`src/rtl/dds_pkg.sv`:
```
package dds_pkg;

  localparam real TWO_PI = 6.283185307179586;

  // preset tone frequencies in 0.1 Hz units
  function automatic int preset_tenths(input int k);
    case (k)
      0:  return 120;
      1:  return 145;
      2:  return 203;
      3:  return 256;
      4:  return 287;
      5:  return 300;
      6:  return 320;
      7:  return 428;
      8:  return 500;
      9:  return 600;
      10: return 700;
      11: return 750;
      12: return 800;
      13: return 850;
      14: return 900;
      15: return 950;
      default: return 0;
    endcase
  endfunction

  function automatic int sine_entry(input int idx, input int depth, input int amp_w);
    real mid, ph, v;
    int  r, top;
    mid = real'(1 << (amp_w - 1));
    top = (1 << amp_w) - 1;
    ph  = TWO_PI * real'(idx) / real'(depth);
    v   = mid + mid * $sin(ph);
    r   = $rtoi(v + 0.5);
    if (r > top) r = top;
    if (r < 0) r = 0;
    return r;
  endfunction

endpackage

```
`src/rtl/dds_tune_sel.sv`:
```
module dds_tune_sel #(
  parameter int SEL_W   = 4,
  parameter int PHASE_W = 32,
  parameter int HZ_STEP = 15238000
) (
  input  logic [SEL_W-1:0]   sw_ni,
  output logic [PHASE_W-1:0] tw_o
);
  localparam int NUM_PRESET = 1 << SEL_W;

  logic [PHASE_W-1:0] tw_tab [NUM_PRESET];
  logic [SEL_W-1:0]   sel;

  for (genvar k = 0; k < NUM_PRESET; k++) begin : g_preset
    localparam logic [63:0] TW_L =
      64'(HZ_STEP) * 64'(dds_pkg::preset_tenths(k)) / 64'd10;
    assign tw_tab[k] = TW_L[PHASE_W-1:0];
  end

  assign sel  = ~sw_ni;
  assign tw_o = tw_tab[sel];

endmodule

```
`src/rtl/dds_phase_acc.sv`:
```
module dds_phase_acc #(
  parameter int PHASE_W = 32,
  parameter int ADDR_W  = 8,
  parameter int FRAC_W  = 8
) (
  input  logic               clk_i,
  input  logic               rst_ni,
  input  logic               step_i,
  input  logic [PHASE_W-1:0] tw_i,
  output logic [ADDR_W-1:0]  addr_o,
  output logic [FRAC_W-1:0]  frac_o
);
  localparam int TOP = PHASE_W - 1;

  logic [PHASE_W-1:0] acc_q;

  always_ff @(posedge clk_i or negedge rst_ni) begin
    if (!rst_ni)     acc_q <= '0;
    else if (step_i) acc_q <= acc_q + tw_i;
  end

  assign addr_o = acc_q[TOP -: ADDR_W];
  assign frac_o = acc_q[TOP-ADDR_W -: FRAC_W];

  AST_PHASE_IDLE: assert property (@(posedge clk_i) disable iff (!rst_ni)
    !step_i |=> $stable(acc_q));
  AST_PHASE_MOVES: assert property (@(posedge clk_i) disable iff (!rst_ni)
    (step_i && tw_i != '0) |=> acc_q != $past(acc_q));

endmodule

```
`src/rtl/dds_sine_rom.sv`:
```
module dds_sine_rom #(
  parameter int ADDR_W = 8,
  parameter int AMP_W  = 12
) (
  input  logic [ADDR_W-1:0] addr_i,
  output logic [AMP_W-1:0]  y0_o,
  output logic [AMP_W-1:0]  y1_o
);
  localparam int DEPTH = 1 << ADDR_W;

  logic [AMP_W-1:0]  rom [DEPTH];
  logic [ADDR_W-1:0] addr_nx;

  for (genvar i = 0; i < DEPTH; i++) begin : g_rom
    localparam int E = dds_pkg::sine_entry(i, DEPTH, AMP_W);
    assign rom[i] = E[AMP_W-1:0];
  end

  assign addr_nx = addr_i + 1'b1; // 255 -> 0
  assign y0_o    = rom[addr_i];
  assign y1_o    = rom[addr_nx];

endmodule

```
`src/rtl/dds_interp.sv`:
```
module dds_interp #(
  parameter int AMP_W  = 12,
  parameter int FRAC_W = 8
) (
  input  logic              clk_i,
  input  logic              rst_ni,
  input  logic              load_i,
  input  logic              emit_i,
  input  logic [AMP_W-1:0]  y0_i,
  input  logic [AMP_W-1:0]  y1_i,
  input  logic [FRAC_W-1:0] frac_i,
  output logic [AMP_W-1:0]  sample_o
);
  localparam int P = AMP_W + FRAC_W + 2;
  localparam logic [AMP_W-1:0] MID = {1'b1, {(AMP_W-1){1'b0}}};

  logic [AMP_W-1:0]  y0_q, y1_q, out_q;
  logic [FRAC_W-1:0] frac_q;
  logic signed [AMP_W:0] diff;
  logic signed [P-1:0]   prod, step, sum;

  always_ff @(posedge clk_i or negedge rst_ni) begin
    if (!rst_ni) begin
      y0_q   <= MID;
      y1_q   <= MID;
      frac_q <= '0;
    end else if (load_i) begin
      y0_q   <= y0_i;
      y1_q   <= y1_i;
      frac_q <= frac_i;
    end
  end

  always_comb begin
    diff = $signed({1'b0, y1_q}) - $signed({1'b0, y0_q});
    prod = $signed({{(FRAC_W+1){diff[AMP_W]}}, diff})
         * $signed({{(AMP_W+2){1'b0}}, frac_q});
    step = prod >>> FRAC_W; // floor division
    sum  = $signed({{(P-AMP_W){1'b0}}, y0_q}) + step;
  end

  always_ff @(posedge clk_i or negedge rst_ni) begin
    if (!rst_ni)     out_q <= MID;
    else if (emit_i) out_q <= sum[AMP_W-1:0];
  end

  assign sample_o = out_q;

  AST_OUT_HOLD: assert property (@(posedge clk_i) disable iff (!rst_ni)
    !emit_i |=> $stable(out_q));
  AST_IN_SPAN: assert property (@(posedge clk_i) disable iff (!rst_ni)
    emit_i |=> ((out_q >= $past(y0_q) && out_q <= $past(y1_q)) ||
                (out_q <= $past(y0_q) && out_q >= $past(y1_q))));

endmodule

```
`src/rtl/dds_sine_interp.sv`:
```
module dds_sine_interp #(
  parameter int PHASE_W = 32,
  parameter int ADDR_W  = 8,
  parameter int FRAC_W  = 8,
  parameter int AMP_W   = 12,
  parameter int SEL_W   = 4,
  parameter int HZ_STEP = 15238000
) (
  input  logic             clk_i,
  input  logic             rst_ni,
  input  logic             strobe_i,
  input  logic [SEL_W-1:0] sw_ni,
  output logic [AMP_W-1:0] sample_o
);
  logic [PHASE_W-1:0] tw;
  logic [ADDR_W-1:0]  addr;
  logic [FRAC_W-1:0]  frac;
  logic [AMP_W-1:0]   y0, y1;
  logic               strb_d1, strb_d2;

  always_ff @(posedge clk_i or negedge rst_ni) begin
    if (!rst_ni) begin
      strb_d1 <= 1'b0;
      strb_d2 <= 1'b0;
    end else begin
      strb_d1 <= strobe_i;
      strb_d2 <= strb_d1;
    end
  end

  dds_tune_sel #(.SEL_W(SEL_W), .PHASE_W(PHASE_W), .HZ_STEP(HZ_STEP)) u_sel (
    .sw_ni (sw_ni),
    .tw_o  (tw)
  );

  dds_phase_acc #(.PHASE_W(PHASE_W), .ADDR_W(ADDR_W), .FRAC_W(FRAC_W)) u_acc (
    .clk_i  (clk_i),
    .rst_ni (rst_ni),
    .step_i (strobe_i),
    .tw_i   (tw),
    .addr_o (addr),
    .frac_o (frac)
  );

  dds_sine_rom #(.ADDR_W(ADDR_W), .AMP_W(AMP_W)) u_rom (
    .addr_i (addr),
    .y0_o   (y0),
    .y1_o   (y1)
  );

  dds_interp #(.AMP_W(AMP_W), .FRAC_W(FRAC_W)) u_interp (
    .clk_i    (clk_i),
    .rst_ni   (rst_ni),
    .load_i   (strb_d1),
    .emit_i   (strb_d2),
    .y0_i     (y0),
    .y1_i     (y1),
    .frac_i   (frac),
    .sample_o (sample_o)
  );

  AST_PIPE_ORDER: assert property (@(posedge clk_i) disable iff (!rst_ni)
    strobe_i |=> strb_d1 ##1 strb_d2);

endmodule

```
`config.mk`:
```
export PLATFORM = sky130hd
export DESIGN_NAME = dds_sine_interp
export DESIGN_NICKNAME = d
export VERILOG_FILES = /design/src/rtl/dds_pkg.sv /design/src/rtl/dds_tune_sel.sv /design/src/rtl/dds_phase_acc.sv /design/src/rtl/dds_sine_rom.sv /design/src/rtl/dds_interp.sv /design/src/rtl/dds_sine_interp.sv
export SDC_FILE = /design/constraint.sdc
export NUM_CORES = 1
export LEC_CHECK = 0
export BUFFER_PORTS_ARGS = -buffer_cell sky130_fd_sc_hd__buf_4
export CAP_MARGIN = 20
export CORE_ASPECT_RATIO = 1.1
export CORE_UTILIZATION = 60
export CTS_CLUSTER_DIAMETER = 30
export CTS_CLUSTER_SIZE = 10
export DETAILED_ROUTE_END_ITERATION = 8
export PLACE_DENSITY_LB_ADDON = 0.1
export SLEW_MARGIN = 5
export SYNTH_ARGS = -nofsm -noshare
export SYNTH_HDL_FRONTEND = slang
export SYNTH_SLANG_ARGS = --single-unit
```
`constraint.sdc`:
```
create_clock -name clk_i -period 7.1 [get_ports clk_i]
set_clock_uncertainty 0.15 [all_clocks]
set_input_delay 1.065 -clock clk_i [delete_from_list [all_inputs] [get_ports clk_i]]
set_output_delay 1.065 -clock clk_i [all_outputs]
set_load 0.02 [all_outputs]
```
==> impl_metrics.csv, run 1 <==
group,metric,value,unit
min_path,holdPathEnd,"u_interp.y1_q[11]",
sta,fmax,130.4,MHz
grt,grt_pass1_vias,16540,
critical_path,crit_path_frequent_cell,"fa_1",
critical_path,cpMaxStageDelayCell,"fa_1",
synthesis,synthesis.area,15460,sq um
sta,hold_violations,0,
route,wl_per_cell,23.79,um
synthesis,netlist.top_cell.by_area,"dfrtp_1",
synthesis,synthCells,2129,
route,vias,17320,
die,start_util,0.6122,
synthesis,ys_seq_area_frac,0.1216,
route,drt_iter0_drc,2533,
synthesis,yosysUniqueCellTypes,85,
sta,post-route-period-util,1.080,
critical_path,r2r_start,"u_interp.y0_q[0]",
sta,tightest_slew,1.045,ns
die,ios,19,
sta,slew-limit-headroom,0.3032,
run_status,violations,"setup timing",
placed_design,hpwlAfterDp,38850,um
min_path,whs_path_depth,2,
clocking,htreeDepth,3,
finish,layout_commonest_cell,"nand2_1",
critical_path,crit_fanout,4,
critical_path,r2r_slack,-0.57,ns
placed_design,placed_area,16220,sq um
synthesis,synth_area_per_cell,7.264,sq um
critical_path,cp.required,7.22,ns
die,fp.dieW,155.1,um
finish,design_area,17090,sq um
min_path,hold_class,"reg2reg",
clocking,cts.sinks,75,
synthesis,synth_adder_area_share,0.1984,
sta,setup_viol_count_final,7,
critical_path,path_class,"reg2reg",
min_path,min_from,"u_interp.y1_q[11]",
synthesis,synth_top_family_by_area,"compound AO/OA/AOI/OAI gates",
die,rows,61,
critical_path,crit_path_end_kind,"flop",
critical_path,r2r_end,"u_interp.sample_o[11]",
finish,fin_nets,2311,
synthesis,yosys_warnings,0,
finish,most-common-layout-cells,"nand2_1 (225), a21oi_1 (185), nor2_1 (174)",
die,coreArea,25260,sq um
finish,drive_gt1_frac,0.1472,
clocking,cts_buffer_depth,2,
route,drtPass1Iterations,8,
clocking,ctsHoldBuffers,0,
grt,grt_max_degree,87,
clocking,clock-root-buffer,"clkbuf_16",
critical_path,cpPeakStageDelay,0.59,ns
grt,antenna_found_initial,0,
route,via_per_inst,7.045,
critical_path,start_kind,"flop",
route,ant_nets,0,
route,drt-total-wl,58490,um
synthesis,ys_seq_elements,75,
synthesis,synth.area.mux_share,0.04490,
synthesis,synth_edf_count,0,
synthesis,synthTopCellsByArea,"dfrtp_1 (12%), fa_1 (11%), ha_1 (9.2%), a21oi_1 (6.2%), o21ai_0 (5.7%)",
run_status,outcome,"finished, violations left",
grt,grt.total_usage,0.4268,
critical_path,cp.arrival,7.79,ns
die,die_h,170.4,um
synthesis,ys.flop_type,"dfrtp_1",
synthesis,synth_fp_nets,2332,
finish,syn_to_final_growth,10.53,%
clocking,clk_pin_slew_worst_paths,0.06,ns
synthesis,synth_compound_area_frac,0.3125,
synthesis,async_flop_share,1.000,
synthesis,yosysTopAreaCellShare,0.1165,
sta,holdWs,0.3614,ns
sta,drv_slew,0,
placed_design,port-buffer-count,18,
sta,fin_ws,-0.5707,ns
grt,grt_pass1_wl,88620,um
die,die-area,26420,sq um
finish,antenna_cells,0,
clocking,clock_latency,0.35,ns
placed_design,place_congestion,1.015,
sta,rsz0062_at_grt,"yes",
route,drc,0,
flow_run,cap_violations,0,
critical_path,r2r_cells,33,
sta,period_needed,7.671,ns
clocking,cts_tree,"yes",
synthesis,synth_xor_area_frac,0.04207,
clocking,numCtsBuffers,9,
grt,overflow,0,
synthesis,synthSimpleGateAreaFrac,0.1944,
==> per-stage QoR <==
stage          worst slack, ns    util  std cells  TNS (ns)
2_1_floorplan          -0.1427       -       2129   -0.1925
3_3_place_gp           -0.2861  0.6419       2416   -0.8557
3_5_place_dp           -0.5091  0.6419       2416    -1.789
4_1_cts                -0.1947  0.6696       2448   -0.2804
5_1_grt                -0.8421  0.6766       2459    -3.831
6_report               -0.5707  0.6766       2459    -2.400
==> repair_timing <==
action,4_1_cts,5_1_grt
endpoints found under the hold margin,0,0
buffers inserted,16,13
setup endpoints to repair,6,7
pin swaps,32,21
gates cloned,0,0
resized for setup,50,23
==> critical path: cells and delay by family (launching register included) <==
kind / cells / cell delay, ns
DFF: 1 / 0.41
adders and majority gates: 8 / 3.27
AOI/OAI and AO/OA: 8 / 1.56
xor gates and xnor gates: 4 / 0.68
and+or+nand+nor: 8 / 0.86
muxes: 1 / 0.26
buffers and inverters: 4 / 0.38
==> per-layer routing <==
layer | vias to the layer above | global-route usage | routed length, um
li1 | 7620 | - | -
met1 | 8102 | 0.5396 | 22020
met2 | 1266 | 0.6633 | 25890
met3 | 335 | 0.1057 | 6796
met4 | 0 | 0.2428 | 3789
met5 | - | 0 | 0
==> flip-flops by register name (all words and copies together), names as in the netlist <==
signal             cells
strb_d1                1
u_interp.y0_q         12
u_interp.sample_o     12
strb_d2                1
u_interp.frac_q        8
u_acc.acc_q           29
u_interp.y1_q         12
==> worst max-delay path by stage <==
| stage | cells past startpoint | to | start |
|---|---|---|---|
| 3_5_place_dp | 34 | u_interp.sample_o[11] | u_interp.y1_q[1] |
| 2_1_floorplan | 30 | u_interp.sample_o[11] | u_interp.y0_q[1] |
| 3_3_place_gp | 31 | u_interp.sample_o[11] | u_interp.y1_q[1] |
| 4_1_cts | 29 | u_interp.sample_o[11] | u_interp.y1_q[1] |
| 5_1_grt | 33 | u_interp.sample_o[11] | u_interp.y0_q[0] |
| 6_report | 33 | u_interp.sample_o[11] | u_interp.y0_q[0] |
==> cell families (layout without fill, tap and decap cells) <==
group | after synthesis | after routing
buf+inv | 337 | 321
xor+xnor | 71 | 71
fa+ha+maj | 196 | 196
flops | 75 | 75
compound gates | 741 | 741
mux | 58 | 58
simple gates | 651 | 651
==> layout make-up <==
cell class                      instances  area (sq um)
Multi-Input combinational cell       1717         12760
Timing Repair Buffer                  147          1111
Clock buffer                           11         242.7
Sequential cell                        75          1891
Inverter                              158         593.1
Clock inverter                          5         60.06
Tap cell                              346         432.9
Fill cell                            2095          8169
==> cells in the mapped netlist, types with 25 or more instances <==
| cell | number |
|---|---|
| dfrtp_1 | 72 |
| xnor2_1 | 56 |
| nand2b_1 | 28 |
| buf_2 | 38 |
| and2_1 | 42 |
| a21oi_1 | 193 |
| buf_1 | 25 |
| nor2_1 | 181 |
| inv_1 | 154 |
| nor3_1 | 46 |
| fa_1 | 82 |
| mux2_2 | 41 |
| o21ai_0 | 175 |
| nand2_1 | 225 |
| a211oi_1 | 54 |
| nand3_1 | 39 |
| a31oi_1 | 42 |
| o311ai_0 | 25 |
| ha_1 | 114 |
| nor2b_1 | 28 |
| clkbuf_1 | 113 |
| o211ai_1 | 44 |
Power of run 1 is not shown: default switching activity piles up to over one toggle a cycle in this logic, so the estimate is an artifact.
==> run 2, diff against run 1 <==
CORE_UTILIZATION = 35   (was 60)
==> run 2 against run 1 <==
  * Highest routed layer unchanged
  * Die area rose by 70%
  * Hold slack lost 0.011 ns
  * Critical path depth grew 1
  * Non-clock buffer count up 33
  * Routed wire length is 4.8% higher
  * The run still ends with setup timing left
  * Cell count increased by 11%
  * Setup slack better by 0.35 ns
  * Global-route usage shrank 16 points
  * Sequential share of layout area shrank 0.37 points
  * First-iteration DRC count decreased by 32%
  * Critical path type unchanged
  * Register-to-register slack improved by 0.35 ns
  * Largest cell class unchanged
  * Core utilization fell by 27 points
==> impl_metrics.csv, run 2 (synthesis gave the netlist of run 1 again) <==
group,metric,value,unit
clocking,ctsHoldBuffers,0,
sta,setup_tns,-0.7845,ns
finish,largest_register,"u_acc.acc_q",
finish,layout_commonest_cell,"nand2_1",
grt,antenna_found_initial,0,
placed_design,post-place-cells,2674,
sta,tightest_slew,1.110,ns
clocking,clock_latency,0.35,ns
clocking,htreeDepth,3,
grt,grt.total_usage,0.2677,
route,wl_per_cell,22.54,um
sta,hold_violations,0,
grt,overflow,0,
route,via_per_inst,6.197,
sta,post-route-period-util,1.032,
route,drt_iter0_drc,1710,
route,vias,16860,
critical_path,cp.arrival,7.45,ns
die,die-area,45030,sq um
critical_path,crit_fanout,3,
finish,syn_to_final_growth,14.42,%
grt,grt_max_degree,70,
clocking,numCtsBuffers,9,
run_status,violations,"setup timing",
route,drtPass1Iterations,6,
sta,setup_viol_count_final,5,
clocking,clk_pin_slew_worst_paths,0.06,ns
clocking,cts.sinks,75,
sta,period_needed,7.325,ns
die,die_h,222.5,um
sta,rsz0062_at_grt,"yes",
critical_path,cpMaxStageDelayCell,"fa_1",
clocking,cts_buffer_depth,2,
critical_path,crit_path_end_kind,"flop",
die,coreArea,43440,sq um
finish,largest_reg_flops,29,
critical_path,path_class,"reg2reg",
finish,antenna_cells,0,
die,start_util,0.3560,
route,drc,0,
finish,fin_nets,2344,
sta,slew-limit-headroom,0.2520,
sta,holdWs,0.3507,ns
sta,fmax,136.5,MHz
finish,instances_no_fill,2720,
flow_run,cap_violations,0,
run_status,outcome,"finished, violations left",
finish,seqCellArea,1892,sq um
finish,most-common-layout-cells,"nand2_1 (224), a21oi_1 (183), nor2_1 (174)",
sta,drv_slew,0,
critical_path,cpPeakStageDelay,0.55,ns
placed_design,pre_cts_ws,-0.3848,ns
sta,fin_ws,-0.2247,ns
critical_path,cp.required,7.22,ns
placed_design,place_congestion,0.9256,
finish,fillCellCount,4570,
min_path,hold_class,"reg2reg",
route,ant_nets,0,
finish,drive_gt1_frac,0.1617,
die,rows,80,
route,drt-total-wl,61320,um
die,fp.dieW,202.4,um
grt,grt_pass1_wl,95470,um
critical_path,crit_path_frequent_cell,"buf_4",
grt,grt_pass1_vias,16300,
clocking,clock-root-buffer,"clkbuf_16",
critical_path,start_kind,"flop",
finish,multi_input_comb_area,12810,sq um
placed_design,hpwlAfterDp,43040,um
clocking,cts_tree,"yes",
placed_design,port-buffer-count,18,
die,ios,19,
run 2: cell count changes in the layout (fill, tap and decap cells not counted), sizes merged:
cell      previous run  this run
clkbuf              11        13
inv                155       154
buf                147       180
clkinvlp             1         0
run 2: through the flow:
step | util | area (sq um)
floorplan | - | 15560
global placement | 0.3852 | 16730
detailed placement | 0.3852 | 16730
CTS | 0.3997 | 17360
global route | 0.4073 | 17690
finish | 0.4073 | 17690
run 2: worst max-delay path: cells and delay by family (launching register included):
family / cells / cell delay, ns
muxes: 1 / 0.26
buffers and inverters: 8 / 1.05
and+or+nand+nor: 8 / 0.99
DFF: 1 / 0.38
adders and majority gates: 7 / 2.71
AOI/OAI and AO/OA: 7 / 1.23
xor gates and xnor gates: 3 / 0.50
run 2: worst paths after layout:
check | startpoint | end | slack (ns) | cells past startpoint
max | u_interp.y1_q[1] | u_interp.sample_o[11] | -0.22 | 34
min | u_interp.y1_q[11] | u_interp.y1_q[11] | 0.35 | 2
max reg2reg | u_interp.y1_q[1] | u_interp.sample_o[11] | -0.22 | 34
min reg2reg | u_interp.y1_q[11] | u_interp.y1_q[11] | 0.35 | 2
max in group asynchronous | rst_ni | u_acc.acc_q[27] | 5.25 | 2
min in group asynchronous | rst_ni | u_interp.y1_q[10] | 0.39 | 1
run 2: area by class of cell:
cell class | count | share of cell area
Multi-Input combinational cell | 1717 | 0.7239
Sequential cell | 75 | 0.1069
Timing Repair Buffer | 180 | 0.07849
Tap cell | 574 | 0.04059
Inverter | 158 | 0.03366
Clock buffer | 13 | 0.01414
Clock inverter | 3 | 0.002263
run 2: metal layers:
layer / GRT usage / share of wire / up-vias
met3: 0.03300 / 0.074 / 228
met2: 0.4115 / 0.45 / 829
met1: 0.3651 / 0.43 / 8103
met5: 0 / 0 / -
li1: - / - / 7695
met4: 0.1404 / 0.055 / 0
run 2: what timing repair did:
item	CTS	global route
endpoints found under the setup margin	5	7
buffers inserted	18	12
pin swaps	37	40
hold endpoints to repair	0	0
resized for setup	43	46
Power of run 2 is left out for the same reason.
==> run 3, diff against run 2 <==
REMOVE_ABC_BUFFERS = 1   (was unset)
==> run 3 against run 2 <==
  * The flow still finishes with violations (setup timing)
  * Design area down 0.50%
  * Global-route usage shrank 0.35 points
  * Cell count shrank 0.29%
  * First-iteration DRC count grew 1.3%
  * Setup slack worse by 0.0068 ns
  * Highest routed layer unchanged
==> impl_metrics.csv, run 3 (synthesis gave the netlist of run 1 again) <==
group,metric,value,unit
run_status,outcome,"finished, violations left",
run_status,violations,"setup timing",
placed_design,place_congestion,0.9385,
sta,tightest_slew,1.196,ns
clocking,clock_latency,0.35,ns
route,ant_nets,0,
grt,grtUsageMet2,0.4247,
route,drc,0,
route,drt-total-wl,60370,um
finish,drive_gt1_frac,0.1567,
critical_path,cp.arrival,7.45,ns
grt,grt_pass1_vias,16050,
critical_path,cp_top_family,"adder cells",
clocking,ctsHoldBuffers,0,
grt,overflow,0,
die,die_h,222.5,um
critical_path,r2r_slack,-0.23,ns
critical_path,crit_path_end_kind,"flop",
grt,grt.total_usage,0.2642,
critical_path,start_kind,"flop",
sta,setup_tns,-0.6475,ns
finish,instances_no_fill,2712,
route,wl_per_cell,22.26,um
critical_path,critPathBufInv,8,
grt,grt.met3_usage,0.03505,
sta,post-route-period-util,1.033,
sta,drv_slew,0,
critical_path,crit_path_frequent_cell,"fa_1",
grt,antenna_found_initial,0,
sta,slew-limit-headroom,0.2025,
min_path,hold_class,"reg2reg",
finish,syn_to_final_growth,13.85,%
critical_path,r2r_end,"u_interp.sample_o[11]",
finish,most-common-layout-cells,"nand2_1 (225), a21oi_1 (184), nor2_1 (175)",
route,drt_iter0_drc,1732,
sta,hold_violations,0,
critical_path,cpPeakStageDelay,0.52,ns
critical_path,endpoint,"u_interp.sample_o[11]",
critical_path,r2r_start,"u_interp.y0_q[2]",
finish,layout_commonest_cell,"nand2_1",
die,die-area,45030,sq um
sta,fin_ws,-0.2315,ns
min_path,whs_path_depth,2,
die,coreArea,43440,sq um
critical_path,crit_path_start,"u_interp.y0_q[2]",
clocking,htreeDepth,3,
finish,antenna_cells,0,
placed_design,port-buffer-count,18,
placed_design,post-place-cells,2678,
critical_path,cp.depth,34,
critical_path,r2r_cells,34,
die,fp.dieW,202.4,um
finish,largest_register,"u_acc.acc_q",
route,via_per_inst,6.110,
grt,met1_usage,0.3612,
flow_run,cap_violations,0,
clocking,cts.sinks,75,
critical_path,path_class,"reg2reg",
critical_path,crit_fanout,3,
die,start_util,0.3560,
placed_design,hpwlAfterDp,42740,um
finish,fin_nets,2336,
sta,period_needed,7.331,ns
route,vias,16570,
finish,largest_reg_flops,29,
clocking,cts_buffer_depth,2,
critical_path,cpMaxStageDelayCell,"fa_1",
sta,setup_viol_count_final,5,
clocking,cts_tree,"yes",
grt,grt_pass1_wl,94070,um
clocking,numCtsBuffers,9,
route,drtPass1Iterations,6,
clocking,clock-root-buffer,"clkbuf_16",
sta,rsz0062_at_grt,"yes",
sta,fmax,136.4,MHz
grt,grt_max_degree,70,
clocking,clk_pin_slew_worst_paths,0.06,ns
die,rows,80,
die,ios,19,
grt,top_usage_layer,"met2",
critical_path,cp.required,7.22,ns
-- run 3: changes by cell type in the layout (fill, tap and decap cells not counted), moves of 3 or more --
| cell | previous run | this run |
|---|---|---|
| mux2_4 | 6 | 3 |
| inv_2 | 9 | 6 |
| nor2_4 | 4 | 1 |
| ha_2 | 5 | 2 |
| inv_1 | 144 | 148 |
| buf_4 | 170 | 167 |
| mux2_2 | 35 | 38 |
| buf_6 | 10 | 5 |
| a21oi_4 | 5 | 2 |
-- run 3: area by class of cell --
cell class,instances,area [sq um]
fillers,4635,25830
repair buffers,172,1310
multi-input cells,1717,12760
clock inverters,4,72.57
clock buffers,12,256.5
flip-flops and latches,75,1892
inverters,158,593.1
well taps,574,718.2
-- run 3: repair_timing --
item	in CTS	in global routing
gates resized for setup	50	43
setup buffers	12	6
setup endpoints to repair	6	7
pin swaps	37	45
-- run 3: tightest hold or removal path: cells and delay by family, from the launching register on --
family             cells  cell delay (ns)
AOI/OAI and AO/OA      1             0.05
DFF                    1             0.38
and+or+nand+nor        1             0.08
-- run 3: layer usage --
layer,routed length [um],vias to the layer above,share of wire
met1,26300,7989,0.44
met2,27700,763,0.46
li1,-,7678,-
met4,1999,0,0.033
met3,4366,141,0.072
met5,0,-,0
-- run 3: how the worst min path moves through the flow --
stage / end / start / slack, ns
after floorplan: u_interp.y1_q[7] / u_interp.y1_q[7] / 0.31
after global placement: u_interp.sample_o[9] / u_interp.sample_o[9] / 0.35
after global routing: u_acc.acc_q[6] / rst_ni / 0.36
final: u_interp.y1_q[11] / u_interp.y1_q[11] / 0.35
after CTS: u_acc.acc_q[6] / rst_ni / 0.35
after detailed placement: u_interp.y1_q[11] / u_interp.y1_q[11] / 0.34
-- run 3: metrics by stage --
stage	area [sq um]	setup slack, ns	util	hold slack, ns
CTS	17340	-0.3475	0.3991	0.3476
floorplan	14730	-0.4266	-	0.3081
global placement	16670	-0.4668	0.3838	0.3461
detailed placement	16670	-0.6206	0.3838	0.3427
finish	17610	-0.2315	0.4053	0.3511
global route	17610	-0.5699	0.4053	0.3574
Power of run 3 is left out for the same reason.
